==> config.mk <==
export PLATFORM = sky130hd
export DESIGN_NAME = addsub_flags
export DESIGN_NICKNAME = d
export VERILOG_FILES = /design/src/rtl/addsub_flags.sv
export SDC_FILE = /design/constraint.sdc
export NUM_CORES = 1
export LEC_CHECK = 0
export BUFFER_PORTS_ARGS = -buffer_cell sky130_fd_sc_hd__buf_2
export CAP_MARGIN = 20
export CORE_MARGIN = 4
export CORE_UTILIZATION = 47
export DETAILED_ROUTE_END_ITERATION = 10
export MAX_ROUTING_LAYER = met4
export PLACE_DENSITY = 0.92
export SLEW_MARGIN = 20
export SYNTH_ARGS = -nofsm -noshare
export SYNTH_HDL_FRONTEND = slang
export SYNTH_SLANG_ARGS = --single-unit
export TNS_END_PERCENT = 30
==> constraint.sdc <==
create_clock -name vclk -period 5.3
set_input_delay 0.265 -clock vclk [all_inputs]
set_output_delay 0.265 -clock vclk [all_outputs]
set_load 0.02 [all_outputs]
==> src/rtl/addsub_flags.sv <==
module addsub_flags #(
  parameter int WIDTH = 32
) (
  input  logic [WIDTH-1:0] op_a,
  input  logic [WIDTH-1:0] op_b,
  input  logic             sub_sel,
  input  logic             carry_in_en,
  input  logic             carry_in,
  output logic [WIDTH-1:0] result,
  output logic             flag_n,
  output logic             flag_z,
  output logic             flag_c,
  output logic             flag_v
);
  localparam int MSB = WIDTH - 1;

  logic [WIDTH-1:0] b_eff;
  logic             c_eff;
  logic [WIDTH:0]   sum_ext;

  // Subtraction is a + ~b + 1; the enabled carry-in replaces the implicit 1.
  assign b_eff   = sub_sel ? ~op_b : op_b;
  assign c_eff   = carry_in_en ? carry_in : sub_sel;
  assign sum_ext = {1'b0, op_a} + {1'b0, b_eff} + {{WIDTH{1'b0}}, c_eff};

  assign result = sum_ext[MSB:0];
  assign flag_n = sum_ext[MSB];
  assign flag_z = ~|sum_ext[MSB:0];
  assign flag_c = sum_ext[WIDTH];

  logic sa, sb, sr;
  assign sa = op_a[MSB];
  assign sb = op_b[MSB];
  assign sr = sum_ext[MSB];

  assign flag_v = sub_sel ? ((sa != sb) && (sr != sa))
                          : ((sa == sb) && (sr != sa));

  logic rule_c;
  always_comb begin
    if (sub_sel)
      rule_c = (sa && !sb) || (sa && !sr) || (!sb && !sr);
    else
      rule_c = (sa && sb) || (sa && !sr) || (sb && !sr);
  end

  always_comb begin
    AST_ADD_CARRY_RULE: assert (sub_sel || (flag_c == rule_c));
    AST_SUB_CARRY_RULE: assert (!sub_sel || (flag_c == rule_c));
    AST_SUB_NO_BORROW: assert (!sub_sel || carry_in_en || (flag_c == (op_a >= op_b)));
    AST_ZERO_NOT_NEG: assert (!(flag_z && flag_n));
    AST_ADD_OVF_RESULT: assert (sub_sel || !flag_v || (op_a[MSB] != result[MSB]));
    AST_SUB_OVF_RESULT: assert (!sub_sel || !flag_v || (op_a[MSB] != result[MSB]));
  end
endmodule

==> out/qor.yml <==
power:
  p_leak_nw: 1.349
  vdd_ir_drop_max_mv: 0.1274
  power_density_mw_per_mm2: 230.8
die:
  die_w_um: 74.58
  core_mm2: 0.004144
  ioPinCount: 103
  initial_utilization: 0.5027
  die-area_mm2: 0.005561
  rows: 23
  die_h_um: 74.58
grt:
  track_usage: 0.2097
  antenna_found_initial: 0
  grt_max_degree: 20
  grt_pass1_wl_um: 9404
  first_global_vias: 2277
  gr-total-overflow: 0
drt:
  met2_wirelength_um: 3123
  vias: 2419
  routed.top_layer: "met4"
  met3WireLength_um: 363
  drtAntennaViolNets: 0
  wl_met1_um: 2531
  viasPerCell: 5.760
  drtIter0Drc: 122
  drt_pass1_iterations: 4
  drc: 0
  wl_per_cell_um: 14.55
  wl_um: 6109
logic_synthesis:
  synth_most_common_cell: "xor2_1"
  synthDistinctLibCells: 60
  synth_xor_area_frac: 0.2312
  syn_inst: 273
  synth_top_family_by_area: "compound AO/OA/AOI/OAI gates"
  syn-num-nets: 373
  synth_mux_area_frac: 0.009610
  yosys.area_share.adder: 0.2054
  synth_top_area_cell: "ha_1"
  synthTopCellsByCount: "xor2_1, ha_1, a21oi_1, nand2_1, o21ai_0"
  yosys-top-cells-area: "ha_1, xor2_1, a21oi_1"
  yosysSeqAreaShare: 0
  synth_compound_area_frac: 0.3213
  yosys.area.top_type_share: 0.1862
  syn_area_mm2: 0.002083
  yosys.area_share.simple: 0.1982
  ys_warn_count: 0
  syn_area_per_cell_um2: 7.631
sta:
  post-route-period-util: 0.8387
  slew_headroom: 0.6017
  rsz0062_at_grt: "false"
  timing.setup.tns_ns: 0
  period_minus_slack_ns: 4.445
  slew_violations: 0
  max_freq_mhz: 225.0
  tightest_slew_ns: 0.5823
  final_hold_viol_count: 0
  whs_ns: 0.9074
  setup_viol: 0
min_path:
  hold_path.class: "primary input to output pin"
final_layout:
  num-fill-cells: 390
  areaGrowthSynthToFinish_pct: 26.13
  insertedDiodeCount: 0
  numSequentialCells: 0
  clkbuf_count: 0
  drive_gt1_frac: 0.3297
  layout.nets: 472
  seq_area_um2: 0
placement:
  place.gp.congestion: 0.9282
  dp_hpwl_um: 5301
  portBuffers: 103
critical_path:
  crit_slowest_cell: "a2111oi_0"
  crit_buf_inv: 2
  criticalPathCategory: "primary input to output pin"
  crit_required_ns: 5.04
  worstPathMaxFanout: 19
  max_stage_delay_ns: 0.56
  crit_path_cell_trace: "buf_2, xnor2_1, fa_1, fa_1, nor2b_1, o31ai_1, a2111oi_0, o21ai_0, a22oi_1, nand4b_1, nor4_1, nor4b_2, nand4b_1, nor3_2, buf_2"
  cp.arrival_ns: 4.18
  end_kind: "output pin"
  crit_family: "compound AO/OA/AOI/OAI gates"
  cp-start-kind: "primary input"
clock_network:
  cts_hold_buffers: 0
  cts_resized: 0
  postCtsSetupRepairBufs: 0
flow_run:
  drv_cap: 0
run_status:
  run_status: "complete, no violations"
[per-stage QoR]
stage | setup WS (ns) | util | total power, mW | instances | cell area (µm²)
3_3_place_gp | 1.152 | 0.6341 | 0.5887 | 420 | 2628
4_1_cts | 0.9353 | 0.6341 | 0.6027 | 420 | 2628
6_report | 0.8551 | 0.6341 | 0.6065 | 420 | 2628
3_5_place_dp | 0.9708 | 0.6341 | 0.5997 | 420 | 2628
5_1_grt | 0.5723 | 0.6341 | 0.6585 | 420 | 2628
2_1_floorplan | 1.024 | - | 0.4310 | 273 | 2083
[area by class of cell]
class / count / area (µm²) / area share
tap: 50 / 62.56 / 0.02381
multi-input combinational: 258 / 2012 / 0.7657
timing repair buffer: 104 / 523.0 / 0.1990
inverter: 8 / 30.03 / 0.01143
[worst paths after layout]
kind	start	endpoint	slack, ns	cells past startpoint
min	op_a[31]	flag_v	0.91	4
max	sub_sel	flag_z	0.86	15
[cell families (layout without fill, tap and decap cells)]
group / count (synthesis) / count (layout)
mux: 2 / 2
simple gates: 75 / 75
fa+ha+maj: 33 / 33
compound gates: 93 / 93
xor+xnor: 55 / 55
buf+inv: 15 / 112
[layout by cell type, fill, tap and decap left out, types with 2 or more instances in the layout]
| master | n |
|---|---|
| o21a_1 | 5 |
| nor2_1 | 12 |
| xnor2_1 | 12 |
| o31ai_1 | 4 |
| buf_2 | 103 |
| fa_1 | 2 |
| a21boi_0 | 2 |
| a211oi_1 | 4 |
| inv_1 | 8 |
| nand2_1 | 22 |
| a21o_1 | 11 |
| nand3_1 | 4 |
| o211a_1 | 2 |
| and2_1 | 8 |
| xor2_1 | 43 |
| a31o_2 | 3 |
| o211ai_1 | 2 |
| mux2i_1 | 2 |
| ha_1 | 31 |
| a31oi_1 | 4 |
| or3_1 | 5 |
| nand4b_1 | 2 |
| nor4_1 | 3 |
| o21ai_0 | 14 |
| a21oi_1 | 25 |
| nand4_1 | 5 |
[metal layers]
layer,track usage,up-vias
met3,0.008108,8
met5,-,-
met2,0.3961,84
met1,0.2484,1111
li1,-,1216
met4,0.03162,0
[power breakdown]
part	switching [mW]	leakage [nW]	total, mW	internal [mW]
Sequential	0	0	0	0
Combinational	0.376	1.35	0.606	0.230
Clock	0	0	0	0
Total	0.376	1.35	0.606	0.230
[tightest hold or removal path, cell delays in order]
cell     delay [ns]
buf_2          0.11
nand2_1        0.05
mux2i_1        0.06
buf_2          0.16
(Power assumes the default switching activity.)
